File: src/rtl/vidseq_pkg.sv
package vidseq_pkg;
  // controller command bits
  localparam logic [7:0] CMD_START = 8'h80;
  localparam logic [7:0] CMD_STOP  = 8'h40;
  localparam logic [7:0] CMD_RD    = 8'h20;
  localparam logic [7:0] CMD_WR    = 8'h10;
  // controller status bit positions
  localparam int SR_BUSY = 7;
  localparam int SR_ARBL = 3;
  localparam int SR_NACK = 2;
  localparam int SR_DONE = 0;
  // byte steps per request
  localparam int NUM_STEPS = 9;
  localparam int WR_STEPS  = 4;
  localparam int STEP_W    = $clog2(NUM_STEPS);
  localparam int VAL_W     = 13;

  typedef enum logic [3:0] {
    ST_IDLE, ST_MTX_REQ, ST_MTX_CHK, ST_BUSY, ST_TX, ST_CMD,
    ST_POLL, ST_RX, ST_SETTLE, ST_MTX_FREE, ST_REPORT
  } seq_state_t;
endpackage

File: src/rtl/vidseq_busport.sv
module vidseq_busport #(
  parameter int ADR_W = 8
) (
  input  logic             clk,
  input  logic             rst_n,
  input  logic             go,
  input  logic             go_we,
  input  logic [ADR_W-1:0] go_adr,
  input  logic [7:0]       go_wdat,
  output logic             done,
  output logic [7:0]       rdat,
  output logic             bm_cyc,
  output logic             bm_stb,
  output logic             bm_we,
  output logic [ADR_W-1:0] bm_adr,
  output logic [7:0]       bm_wdat,
  input  logic [7:0]       bm_rdat,
  input  logic             bm_ack
);
  assign bm_stb = bm_cyc;

  always_ff @(posedge clk) begin
    if (!rst_n) begin
      bm_cyc  <= 1'b0;
      bm_we   <= 1'b0;
      bm_adr  <= '0;
      bm_wdat <= '0;
      done    <= 1'b0;
      rdat    <= '0;
    end else begin
      done <= 1'b0;
      if (bm_cyc) begin
        if (bm_ack) begin
          bm_cyc <= 1'b0;
          done   <= 1'b1;
          rdat   <= bm_rdat;
        end
      end else if (go) begin
        bm_cyc  <= 1'b1;
        bm_we   <= go_we;
        bm_adr  <= go_adr;
        bm_wdat <= go_wdat;
      end
    end
  end

  // access fields held until acknowledge
  a_r1_hold_access: assert property (@(posedge clk) disable iff (!rst_n)
    (bm_cyc && !bm_ack) |=> (bm_cyc && $stable(bm_adr) && $stable(bm_we) && $stable(bm_wdat)));
  // a new access is only requested while the port is free
  a_r1_go_when_free: assert property (@(posedge clk) disable iff (!rst_n)
    go |-> !bm_cyc);
endmodule

File: src/rtl/vidseq_step.sv
module vidseq_step
  import vidseq_pkg::*;
(
  input  logic [STEP_W-1:0] step,
  input  logic [6:0]        slave,
  input  logic [7:0]        regsel,
  input  logic [VAL_W-1:0]  value,
  output logic              has_tx,
  output logic [7:0]        tx_byte,
  output logic [7:0]        cmd,
  output logic              has_rx,
  output logic              wr_phase,
  output logic              last
);
  always_comb begin
    has_tx  = 1'b1;
    has_rx  = 1'b0;
    tx_byte = 8'h00;
    cmd     = CMD_WR;
    unique case (step)
      STEP_W'(0), STEP_W'(4): begin tx_byte = {slave, 1'b0}; cmd = CMD_START | CMD_WR; end
      STEP_W'(1), STEP_W'(5): tx_byte = regsel;
      STEP_W'(2):             tx_byte = value[7:0];
      STEP_W'(3): begin tx_byte = {3'b000, value[12:8]}; cmd = CMD_WR | CMD_STOP; end
      STEP_W'(6): begin tx_byte = {slave, 1'b1}; cmd = CMD_START | CMD_WR; end
      STEP_W'(7): begin has_tx = 1'b0; has_rx = 1'b1; cmd = CMD_RD; end
      default:    begin has_tx = 1'b0; has_rx = 1'b1; cmd = CMD_RD | CMD_STOP; end
    endcase
    wr_phase = (step < STEP_W'(WR_STEPS));
    last     = (step == STEP_W'(NUM_STEPS - 1));
  end
endmodule

File: src/rtl/vidseq_gap.sv
module vidseq_gap #(
  parameter int WAIT_TICKS = 4
) (
  input  logic clk,
  input  logic rst_n,
  input  logic load,
  input  logic tick,
  output logic clear
);
  generate
    if (WAIT_TICKS == 0) begin : g_none
      assign clear = 1'b1;
    end else begin : g_cnt
      localparam int CW = $clog2(WAIT_TICKS + 1);
      logic [CW-1:0] cnt;
      always_ff @(posedge clk) begin
        if (!rst_n)                 cnt <= '0;
        else if (load)              cnt <= CW'(WAIT_TICKS);
        else if (tick && cnt != '0) cnt <= cnt - 1'b1;
      end
      assign clear = (cnt == '0);

      // the gap counter never exceeds its configured length
      a_r10_gap_bound: assert property (@(posedge clk) disable iff (!rst_n)
        cnt <= CW'(WAIT_TICKS));
      // loading always starts a non-empty gap
      a_r10_gap_starts: assert property (@(posedge clk) disable iff (!rst_n)
        load |=> !clear);
    end
  endgenerate
endmodule

File: src/rtl/vidseq_master.sv
module vidseq_master
  import vidseq_pkg::*;
#(
  parameter int             CH_W       = 4,
  parameter int             ADR_W      = 8,
  parameter bit             MUTEX_EN   = 1'b1,
  parameter logic [6:0]     OWNER_ID   = 7'h05,
  parameter int             WAIT_TICKS = 4,
  parameter logic [ADR_W-1:0] ADR_CMD  = ADR_W'(8'h01),
  parameter logic [ADR_W-1:0] ADR_SR   = ADR_W'(8'h02),
  parameter logic [ADR_W-1:0] ADR_TXDR = ADR_W'(8'h03),
  parameter logic [ADR_W-1:0] ADR_RXDR = ADR_W'(8'h04),
  parameter logic [ADR_W-1:0] ADR_MTX  = ADR_W'(8'h10)
) (
  input  logic             clk,
  input  logic             rst_n,
  input  logic             slow_tick,
  input  logic             req_valid,
  output logic             req_ready,
  input  logic [CH_W-1:0]  req_chan,
  input  logic [6:0]       req_slave,
  input  logic [7:0]       req_reg,
  input  logic [12:0]      req_data,
  output logic             res_valid,
  output logic             res_ok,
  output logic [CH_W-1:0]  res_chan,
  output logic             bm_cyc,
  output logic             bm_stb,
  output logic             bm_we,
  output logic [ADR_W-1:0] bm_adr,
  output logic [7:0]       bm_wdat,
  input  logic [7:0]       bm_rdat,
  input  logic             bm_ack,
  output logic             wp_o
);
  localparam logic [7:0] MTX_CLAIM = {1'b1, OWNER_ID};
  localparam logic [7:0] MTX_FREE  = {1'b0, OWNER_ID};

  seq_state_t        st;
  logic [STEP_W-1:0] step;
  logic              inflight;
  logic              go, go_we;
  logic [ADR_W-1:0]  go_adr;
  logic [7:0]        go_wdat;
  logic              port_done;
  logic [7:0]        rdat;
  logic              wp_q, mtx_held, ok_q;
  logic [CH_W-1:0]   chan_q;
  logic [6:0]        slave_q;
  logic [7:0]        reg_q;
  logic [VAL_W-1:0]  data_q;
  logic [7:0]        rx_lo;
  logic              gap_clear;
  logic              has_tx, has_rx, wr_phase, last;
  logic [7:0]        tx_byte, cmd;

  vidseq_step u_step (
    .step(step), .slave(slave_q), .regsel(reg_q), .value(data_q),
    .has_tx(has_tx), .tx_byte(tx_byte), .cmd(cmd), .has_rx(has_rx),
    .wr_phase(wr_phase), .last(last)
  );

  vidseq_busport #(.ADR_W(ADR_W)) u_port (
    .clk(clk), .rst_n(rst_n), .go(go), .go_we(go_we), .go_adr(go_adr),
    .go_wdat(go_wdat), .done(port_done), .rdat(rdat), .bm_cyc(bm_cyc),
    .bm_stb(bm_stb), .bm_we(bm_we), .bm_adr(bm_adr), .bm_wdat(bm_wdat),
    .bm_rdat(bm_rdat), .bm_ack(bm_ack)
  );

  vidseq_gap #(.WAIT_TICKS(WAIT_TICKS)) u_gap (
    .clk(clk), .rst_n(rst_n), .load(st == ST_REPORT), .tick(slow_tick),
    .clear(gap_clear)
  );

  assign req_ready = (st == ST_IDLE) && gap_clear;
  assign res_valid = (st == ST_REPORT);
  assign res_ok    = ok_q;
  assign res_chan  = chan_q;
  assign wp_o      = wp_q;

  // one bus access per visit of an access state
  always_comb begin
    go      = 1'b0;
    go_we   = 1'b0;
    go_adr  = ADR_SR;
    go_wdat = 8'h00;
    unique case (st)
      ST_MTX_REQ:  begin go = !inflight; go_we = 1'b1; go_adr = ADR_MTX; go_wdat = MTX_CLAIM; end
      ST_MTX_CHK:  begin go = !inflight; go_adr = ADR_MTX; end
      ST_BUSY,
      ST_POLL:     go = !inflight;
      ST_TX:       begin go = !inflight && has_tx; go_we = 1'b1; go_adr = ADR_TXDR; go_wdat = tx_byte; end
      ST_CMD:      begin go = !inflight; go_we = 1'b1; go_adr = ADR_CMD; go_wdat = cmd; end
      ST_RX:       begin go = !inflight; go_adr = ADR_RXDR; end
      ST_MTX_FREE: begin go = !inflight; go_we = 1'b1; go_adr = ADR_MTX; go_wdat = MTX_FREE; end
      default:     go = 1'b0;
    endcase
  end

  always_ff @(posedge clk) begin
    if (!rst_n) begin
      st       <= ST_IDLE;
      step     <= '0;
      inflight <= 1'b0;
      wp_q     <= 1'b1;
      mtx_held <= 1'b0;
      ok_q     <= 1'b0;
      chan_q   <= '0;
      slave_q  <= '0;
      reg_q    <= '0;
      data_q   <= '0;
      rx_lo    <= '0;
    end else begin
      if (go)             inflight <= 1'b1;
      else if (port_done) inflight <= 1'b0;

      unique case (st)
        ST_IDLE: if (req_valid && req_ready) begin
          chan_q  <= req_chan;
          slave_q <= req_slave;
          reg_q   <= req_reg;
          data_q  <= req_data;
          ok_q    <= 1'b0;
          st      <= MUTEX_EN ? ST_MTX_REQ : ST_BUSY;
        end
        ST_MTX_REQ: if (port_done) st <= ST_MTX_CHK;
        ST_MTX_CHK: if (port_done) begin
          if (rdat == MTX_CLAIM) begin
            mtx_held <= 1'b1;
            st       <= ST_BUSY;
          end else begin
            st <= ST_MTX_REQ;
          end
        end
        ST_BUSY: if (port_done && !rdat[SR_BUSY]) begin
          wp_q <= 1'b0;
          step <= '0;
          st   <= ST_TX;
        end
        ST_TX: begin
          if (!has_tx)        st <= ST_CMD;
          else if (port_done) st <= ST_CMD;
        end
        ST_CMD: if (port_done) st <= ST_POLL;
        ST_POLL: if (port_done) begin
          if (rdat[SR_ARBL]) begin
            if (wr_phase) begin
              wp_q <= 1'b1;
              st   <= ST_BUSY;
            end else begin
              ok_q <= 1'b0;
              st   <= ST_SETTLE;
            end
          end else if (rdat[SR_NACK]) begin
            ok_q <= 1'b0;
            st   <= ST_SETTLE;
          end else if (rdat[SR_DONE]) begin
            if (has_rx) begin
              st <= ST_RX;
            end else begin
              step <= step + 1'b1;
              st   <= ST_TX;
            end
          end
        end
        ST_RX: if (port_done) begin
          if (last) begin
            ok_q <= ({rdat, rx_lo} == {3'b000, data_q});
            st   <= ST_SETTLE;
          end else begin
            rx_lo <= rdat;
            step  <= step + 1'b1;
            st    <= ST_TX;
          end
        end
        ST_SETTLE: begin
          wp_q <= 1'b1;
          st   <= MUTEX_EN ? ST_MTX_FREE : ST_REPORT;
        end
        ST_MTX_FREE: if (port_done) begin
          mtx_held <= 1'b0;
          st       <= ST_REPORT;
        end
        ST_REPORT: st <= ST_IDLE;
        default:   st <= ST_IDLE;
      endcase
    end
  end

  // protected whenever no request is being worked on
  a_r8_wp_idle: assert property (@(posedge clk) disable iff (!rst_n)
    (st == ST_IDLE) |-> wp_o);
  // controller registers only touched while the mutex is owned
  a_r2_mutex_first: assert property (@(posedge clk) disable iff (!rst_n)
    (go && go_adr != ADR_MTX) |-> (mtx_held || !MUTEX_EN));
  // arbitration loss in the write phase raises write-protect
  a_r5_arbl_protect: assert property (@(posedge clk) disable iff (!rst_n)
    (st == ST_POLL && port_done && rdat[SR_ARBL] && wr_phase) |=> wp_o);
  // single-cycle result pulse
  a_r8_res_pulse: assert property (@(posedge clk) disable iff (!rst_n)
    res_valid |=> !res_valid);
  // one handshake, then back-pressure
  a_r11_one_accept: assert property (@(posedge clk) disable iff (!rst_n)
    (req_valid && req_ready) |=> !req_ready);
  // mutex freed and target protected at the result
  a_r8_release: assert property (@(posedge clk) disable iff (!rst_n)
    res_valid |-> (wp_o && !mtx_held));
endmodule

File: config.mk
export PLATFORM = sky130hd
export DESIGN_NAME = vidseq_master
export DESIGN_NICKNAME = d
export VERILOG_FILES = /design/src/rtl/vidseq_pkg.sv /design/src/rtl/vidseq_busport.sv /design/src/rtl/vidseq_step.sv /design/src/rtl/vidseq_gap.sv /design/src/rtl/vidseq_master.sv
export SDC_FILE = /design/constraint.sdc
export NUM_CORES = 1
export LEC_CHECK = 0
export BUFFER_PORTS_ARGS = -buffer_cell sky130_fd_sc_hd__buf_2
export CAP_MARGIN = 20
export CORE_AREA = 2 2 83 85
export DETAILED_ROUTE_END_ITERATION = 6
export DIE_AREA = 0 0 85 87
export PLACE_DENSITY = 0.84
export SYNTH_ARGS = -nofsm -noshare
export SYNTH_HDL_FRONTEND = slang
export SYNTH_SLANG_ARGS = --single-unit
File: constraint.sdc
create_clock -name clk -period 5.06 [get_ports clk]
set_clock_uncertainty 0.1 [all_clocks]
set_input_delay 0.506 -clock clk [delete_from_list [all_inputs] [get_ports clk]]
set_output_delay 0.506 -clock clk [all_outputs]
set_load 0.02 [all_outputs]
==> results of run 1 <==
worst min-delay path: cells and delay by family:
family / cells / cell delay (ns)
and+or+nand+nor: 1 / 0.04
buffers and inverters: 1 / 0.09
AOI/OAI and AO/OA: 1 / 0.05
power by group through the flow:
stage | clock (mW) | sequential, mW | combinational [mW]
6_report | 0.527 | 0.847 | 0.696
5_1_grt | 0.556 | 0.861 | 0.778
4_1_cts | 0.528 | 0.844 | 0.677
3_5_place_dp | 0 | 0.857 | 0.672
3_3_place_gp | 0 | 0.853 | 0.654
2_1_floorplan | 0 | 0.807 | 0.567
per-layer routing:
metal	share of wire (%)	vias up	GRT usage [%]
li1	-	1776	-
met1	44	1711	35.0
met2	48	138	43.3
met3	5.7	18	5.31
met4	2.7	0	11.8
met5	0	-	0
cell families after synthesis:
logic type	Yosys count	synth area share [%]
flip-flops	77	40.4
XOR/XNOR	14	3.21
multiplexers	12	3.18
buffers and inverters	50	6.03
AO/OA/AOI/OAI	123	20.6
adder cells (fa/ha/maj)	6	1.97
AND/OR/NAND/NOR	200	24.5
other	1	0.0982
per-stage QoR:
| step | utilization (%) | power, mW | cells | worst slack (ns) | hold WS (ns) |
|---|---|---|---|---|---|
| 3_5_place_dp | 62.2 | 1.53 | 595 | 2.57 | 0.346 |
| 4_1_cts | 65.6 | 2.05 | 611 | 2.52 | 0.265 |
| 3_3_place_gp | 62.2 | 1.51 | 595 | 2.68 | 0.340 |
| 5_1_grt | 66.2 | 2.19 | 613 | 2.35 | 0.270 |
| 6_report | 66.2 | 2.07 | 613 | 2.52 | 0.273 |
| 2_1_floorplan | - | 1.37 | 486 | 2.86 | 0.336 |
path summary, 6_finish.rpt:
check	startpoint	endpoint	slack [ns]	depth (start not counted)
setup / recovery	step[0]	u_port.bm_adr[2]	2.52	7
setup reg to reg	step[0]	u_port.bm_adr[2]	2.52	7
hold / removal	req_chan[2]	res_chan[2]	0.27	3
hold reg to reg	res_chan[0]	res_chan[0]	0.35	2
synth_stat cells (all sizes together), types with 9 or more instances:
master  instances
buf            16
o21ai          15
inv            12
mux2i          11
nand2b          9
dfxtp          77
nor2           31
nand3          18
xnor2          14
nand2          99
clkbuf         22
a21oi          62
sequential cells by signal (all words and copies together), names as in the netlist:
| signal | flops |
|---|---|
| u_port.bm_wdat | 8 |
| u_port.bm_adr | 4 |
| slave_q | 7 |
| res_ok | 1 |
| u_port.done | 1 |
| st | 4 |
| u_port.rdat | 8 |
| rx_lo | 8 |
| u_gap.g_cnt.cnt | 3 |
| inflight | 1 |
| wp_o | 1 |
| reg_q | 8 |
| u_port.bm_cyc | 1 |
| res_chan | 4 |
| u_port.bm_we | 1 |
| step | 4 |
| data_q | 13 |
area by class of cell:
class                           count  area share (%)
Multi-Input combinational cell    359            47.4
Sequential cell                    77            35.4
Clock buffer                       11            3.25
Clock inverter                      5            1.93
Inverter                           12            1.04
Tap cell                           80            2.30
Timing Repair Buffer               69            8.69
==> impl.org, run 1 <==
** Pwr
- Power spread over the standard cell area amounts to 476 nW/um2.
- Combinational Power Share :: 33.6%
- Net switching is 39.0% of the power.
- Peak VDD IR :: 0.000324 V
- Internal power consumption :: 1.26 mW
- Clock network fraction of design power :: 25.5%
- Summed over all nets, the switching power comes to 0.807 mW.
- The analysis attributes to cell leakage a power of 1.74 nW.
- Sequential share of power :: 40.9%

** Yosys
- Summing the sequential cell areas from Yosys gives 40.4% of the chip area.
- Mean cell area of the mapped netlist :: 7.91 um2
- Among all flip-flop cells after synthesis, the most frequent one is sky130_fd_sc_hd__dfxtp_1.
- Yosys printed 0 warnings.
- Share of flip-flops with an asynchronous set or reset after synthesis :: 0%
- Cell type with the highest aggregate area in the netlist :: sky130_fd_sc_hd__dfxtp_1
- After synthesis the netlist holds a flip-flop and latch count of 77.
- Combined area of all synthesized cells :: 3820 um2
- In this run the biggest area consumer among cell types represents 40.4% of the synthesized area.
- Number of unique standard cell types used by synthesis :: 63
- After synthesis, the cell types taking the most area are sky130_fd_sc_hd__dfxtp_1 40%, sky130_fd_sc_hd__nand2_1 9.7%, sky130_fd_sc_hd__a21oi_1 7.9%.
- Synthesis produced a netlist whose cell count is 483.
- EDFF count, synth :: 0

** Global routing
- Wire length of the first global-routing pass :: 15600 um
- Entering global routing, the biggest net connects 63 pins.
- Global router's overall resource usage :: 26.8%
- Number of global-route vias before repair :: 3245
- The initial antenna violation count came to 0.
- GRT Residual Overflow :: 0

** Detailed routing
- The first TritonRoute pass finished after 5 iterations.
- In this run, the number of DRC markers left after iteration 0 of detailed routing was 395.
- Wires add up to 9850 um.
- Final routed wire length divided by cell count :: 16.1 um
- The detail route stage leaves a number of antenna-violating nets equal to 0.
- DRC violations left :: 0
- Via count :: 3643
- Per-cell via count in the routed design :: 5.94

** Worst setup path
- Counting both buffers and inverters, the worst setup path holds a total of 1.
- Critical path arrival :: 2.75 ns
- Type of the worst setup path :: reg2reg
- Worst Path Max Fanout :: 13
- Required time at the worst-slack endpoint :: 5.26 ns
- The largest single stage delay on the critical path is 0.47 ns.
- CP cell instances :: inv_1, ha_1, or3_4, a311o_1, o211ai_2, nand2_1, a21oi_2
- On the critical path, the stage with the largest delay is an instance of sky130_fd_sc_hd__o211ai_2.
- Kind of capture point of the worst setup path :: flop
- Worst path top cell family by delay :: compound AO/OA/AOI/OAI gates
- Nature of the critical path startpoint :: flop

** Placement
- The wire-length estimate of the detail-placed layout is 6960 um.
- Summing all placed instances gives a cell area of 4080 um2.
- Buffers placed on the I/O ports in this run total 67.
- The congestion estimate from routability-driven global placement came to 0.961.

** Floorplanning
- Row Count :: 30
- Pin placement for this block handled 72 I/O pins.
- Die area :: 7400 um2
- The die is 87 um tall.
- The initial utilization of the core area, before any placement, comes to 58.1%.
- The die is 85 um wide.
- Core region area :: 6570 um2

** Clock network
- The longest clock path from root to sink contains 2 buffers.
- In this run, CTS created clock tree buffers numbering 9.
- The clock reaches the later pin of the worst-skew pair after 0.36 ns.
- Once the clock tree was built, the resizer swapped 0 gates to a different size.
- After clock tree synthesis, the flow added hold-fix buffers numbering 0.
- Clock tree synthesis selected as its root buffer the cell sky130_fd_sc_hd__clkbuf_8.
- TritonCTS built the clock tree.
- The H-tree was split into 3 levels.
- After clock tree synthesis, the clock-pin slew on the worst setup and hold paths is 0.08 ns.
- Post-CTS Setup Inserts :: 0
- CTS saw 77 sinks.

** Timing
- Fin Setup TNS :: 0 ns
- Final critical path time including I/O delays and setup :: 2.54 ns
- Pin slew with the least headroom to its limit :: 0.906 ns
- Unrepaired setup endpoints after global routing :: false
- Setup violations remaining at the end of the flow were counted as 0.
- The final count of hold timing violations came to 0.
- In the finished design, the share of the clock period the worst path needs comes to 50.3%.
- Highest clock frequency the design can meet :: 393 MHz
- The number of max-slew violations in the final report was 0.
- The worst pin sits at a relative slew slack of 39.5%.

** Cells and area
- The filler cells instantiated in the layout total 534.
- The library cell used most frequently in the layout, excluding fill and tap cells, is sky130_fd_sc_hd__nand2_1.
- Combined area of the multi-input logic cells :: 2060 um2
- Diodes inserted :: 0
- The top cell types in the final layout, fill and taps aside, are 99 x sky130_fd_sc_hd__nand2_1, 77 x sky130_fd_sc_hd__dfxtp_1, 67 x sky130_fd_sc_hd__buf_2.
- Cells with a size suffix above 1 make up 17.6% of the layout.
- Combined flip-flop and latch cell area :: 1540 um2
- The area growth from synthesis to layout is 13.9%.
- Number of nets in the layout :: 579
- Summed area of non-filler cells in the final layout :: 4350 um2

** Hold path
- The worst hold path belongs to the class in2reg.

** Job
- The tool flagged a number of max-cap violations equal to 0.

** Status
- Outcome :: completed
Note: power is estimated with default switching activity, not from simulation.
==> inputs of run 2 (changes only) <==
--- a/config.mk
+++ b/config.mk
@@ -7,10 +7,10 @@
 export LEC_CHECK = 0
 export BUFFER_PORTS_ARGS = -buffer_cell sky130_fd_sc_hd__buf_2
 export CAP_MARGIN = 20
-export CORE_AREA = 2 2 83 85
+export CORE_AREA = 2 2 91 93
 export DETAILED_ROUTE_END_ITERATION = 6
-export DIE_AREA = 0 0 85 87
-export PLACE_DENSITY = 0.84
+export DIE_AREA = 0 0 93 95
+export PLACE_DENSITY = 0.74
 export SYNTH_ARGS = -nofsm -noshare
 export SYNTH_HDL_FRONTEND = slang
 export SYNTH_SLANG_ARGS = --single-unit
==> constraint.sdc (replaced) <==
create_clock -name clk -period 2 [get_ports clk]
set_clock_uncertainty 0.1 [all_clocks]
set_input_delay 0.2 -clock clk [delete_from_list [all_inputs] [get_ports clk]]
set_output_delay 0.2 -clock clk [all_outputs]
set_load 0.02 [all_outputs]
==> impl.org, run 2 (synthesis results as in run 1) <==
** Timing
- Final period util :: 111%
- Final setup violation count :: 19
- Final hold violation count :: 0
- Pin slew with the least headroom to its limit :: 0.607 ns
- Unrepaired setup endpoints after global routing :: true
- For this run, the top clock speed supported by timing is 451 MHz.
- After layout, the minimum clock period comes to 2.22 ns.
- In this run the tightest slew margin relative to its limit is 59.4%.
- The number of max-slew violations in the final report came to 0.
- Final critical-path setup slack :: -0.216 ns

** Hold path
- The worst hold path begins at req_reg[6].
- The worst hold path terminates at reg_q[6].
- The worst hold path belongs to the class in2reg.
- The worst hold path was traced through 3 stages.

** Job
- Max-cap violations in this run came to 0.

** Worst setup path
- The number of cells on the worst reg-to-reg path is 6.
- STA puts the critical path data required time at 2.17 ns.
- Largest stage delay on the critical path :: 0.56 ns
- Counting stages on the worst path, the most repeated cell is sky130_fd_sc_hd__buf_4.
- In this run the register-to-register setup slack is -0.22 ns.
- R2R Path End :: u_port.bm_wdat[4]
- Worst Path Max Fanout :: 12
- The worst setup path is captured at a flop.
- Critical path arrival :: 2.39 ns
- Worst r2r src :: st[3]
- Type of the worst setup path :: reg2reg
- For this design, the slowest cell found on the critical path is sky130_fd_sc_hd__nor3b_1.
- CP cell instances :: nor3b_1, o211ai_1, buf_4, buf_4, buf_4, o41ai_2
- STA classifies the critical path startpoint as a flop.

** Detailed routing
- In this run the remaining antenna-violating nets after routing total 0.
- Using the TritonRoute via totals, the vias-per-cell ratio works out to 5.69.
- The detailed router placed 4088 vias in this run.
- First-iteration detailed-routing DRC count :: 352
- Post-detailed-routing wire length :: 12100 um
- Final routed wire length divided by cell count :: 16.8 um
- DRC violations left :: 0
- Iteration count of the initial detailed-routing pass :: 5

** Cells and area
- Most flop-heavy register :: data_q
- In the final design database the tool counted 659 nets.
- Commonest non-fill, non-tap cell in the layout :: sky130_fd_sc_hd__nand2_1
- The register with the most flip-flops in the layout has 13 of them.
- Commonest non-fill, non-tap cells in the layout :: 96 x sky130_fd_sc_hd__nand2_1, 73 x sky130_fd_sc_hd__dfxtp_1, 67 x sky130_fd_sc_hd__buf_2
- The layout has 630 filler cells.
- From synthesis to final layout, the design area changed by 38.7%.
- Post-layout instance count excluding filler cells :: 718
- Diodes inserted :: 0
- Cells with a size suffix above 1 make up 28.1% of the layout.

** Global routing
- The initial antenna violation count was 0.
- GRT Residual Overflow :: 0
- Entering global routing, the biggest net connects 36 pins.
- The number of global-route vias before repair came to 3930.
- The first global-routing pass estimated 18900 um of wire.
- Global router's overall resource usage :: 27.6%

** Pwr
- Peak VDD IR :: 0.000517 V
- In this run the static leakage power is 2.15 nW.
- Cell Pwr Density :: 1090 nW/um2
- Total power of the final layout :: 5.75 mW

** Placement
- Cell count after placement :: 657
- Input and output buffers added on the ports amount to 67.
- The HPWL after detailed placement is 8000 um.
- Routability congestion estimate :: 0.895

** Floorplanning
- In this run the core area contains 33 standard-cell rows.
- Horizontal extent of the die :: 93 um
- # IOs :: 72
- Once the floorplan was initialized, standard cells occupied 48.2% of the core.
- The total area inside the core boundary comes to 7930 um2.
- From bottom edge to top edge, the die measures 95 um.
- The die covers 8840 um2.

** Clock network
- Number of buffers between clock root and the deepest sink :: 2
- TritonCTS built the clock tree.
- After clock tree synthesis, the clock-pin slew on the worst setup and hold paths is 0.09 ns.
- Root Driver :: sky130_fd_sc_hd__clkbuf_8
- Skew-Pair Late Insertion Delay :: 0.36 ns
- CTS built an H-tree with a depth of 3.
- Num CTS Buffers :: 9
- Clock Sinks :: 77

** Status
- The final reports fail on setup timing.
- The flow ran to the end, but the final reports show violations.
## run 2: worst max-delay path, delay by kind of cell, from the launching register on
kind	cells	cell delay [ns]
DFF	1	0.45
AOI/OAI and AO/OA	2	0.54
buffers and inverters	3	0.47
and+or+nand+nor	1	0.56
## run 2: layout make-up
type                            instances  area, um2  share of cell area (%)
Tap cell                              105        131                    2.48
Clock inverter                          7       78.8                    1.49
Clock buffer                            9        124                    2.34
Inverter                               12       50.0                   0.945
Timing Repair Buffer                  148       1090                    20.7
Sequential cell                        77       1550                    29.3
Multi-Input combinational cell        360       2270                    42.8
## run 2: repair_timing
item	in CTS	in global routing
setup endpoints to repair	22	61
setup buffers	3	2
gates resized for setup	10	39
gates cloned	0	1
hold buffers	39	0
endpoints found under the hold margin	39	0
pin swaps	6	16
## run 2: layer usage
metal,wire [um],part of all wire [%],vias up,track usage (%)
met5,0,0,-,0
met4,529,4.4,0,15.2
met3,730,6.0,42,5.35
met2,5920,49,177,45.5
met1,4890,41,1926,34.1
li1,-,-,1943,-
## run 2: through the flow
step	hold WS, ns	setup TNS, ns	instance area [um2]	worst slack [ns]	utilization [%]
6_report	0.0602	-2.55	5300	-0.216	66.8
5_1_grt	0.0376	-3.00	5300	-0.240	66.8
4_1_cts	0.0210	-0.470	5130	-0.0569	64.8
3_5_place_dp	0.345	-1.73	4480	-0.183	56.5
3_3_place_gp	0.339	-0.539	4480	-0.0799	56.5
2_1_floorplan	0.236	-0.0204	3880	-0.00813	-
## run 2: power by group
group	total (mW)	internal [mW]	switching, mW
clock network	1.24	0.597	0.643
logic	2.45	1.00	1.44
registers	2.07	1.79	0.272
total	5.75	3.40	2.36
## run 2: worst max-delay path by stage
| stage | startpoint | end | slack (ns) | cells past startpoint |
|---|---|---|---|---|
| 2_1_floorplan | step[0] | u_port.bm_wdat[6] | -0.008 | 8 |
| 3_3_place_gp | step[0] | u_port.bm_we | -0.08 | 7 |
| 3_5_place_dp | step[0] | wp_o | -0.18 | 7 |
| 4_1_cts | step[0] | wp_o | -0.06 | 8 |
| 5_1_grt | step[0] | wp_o | -0.24 | 8 |
| 6_report | st[3] | u_port.bm_wdat[4] | -0.22 | 6 |
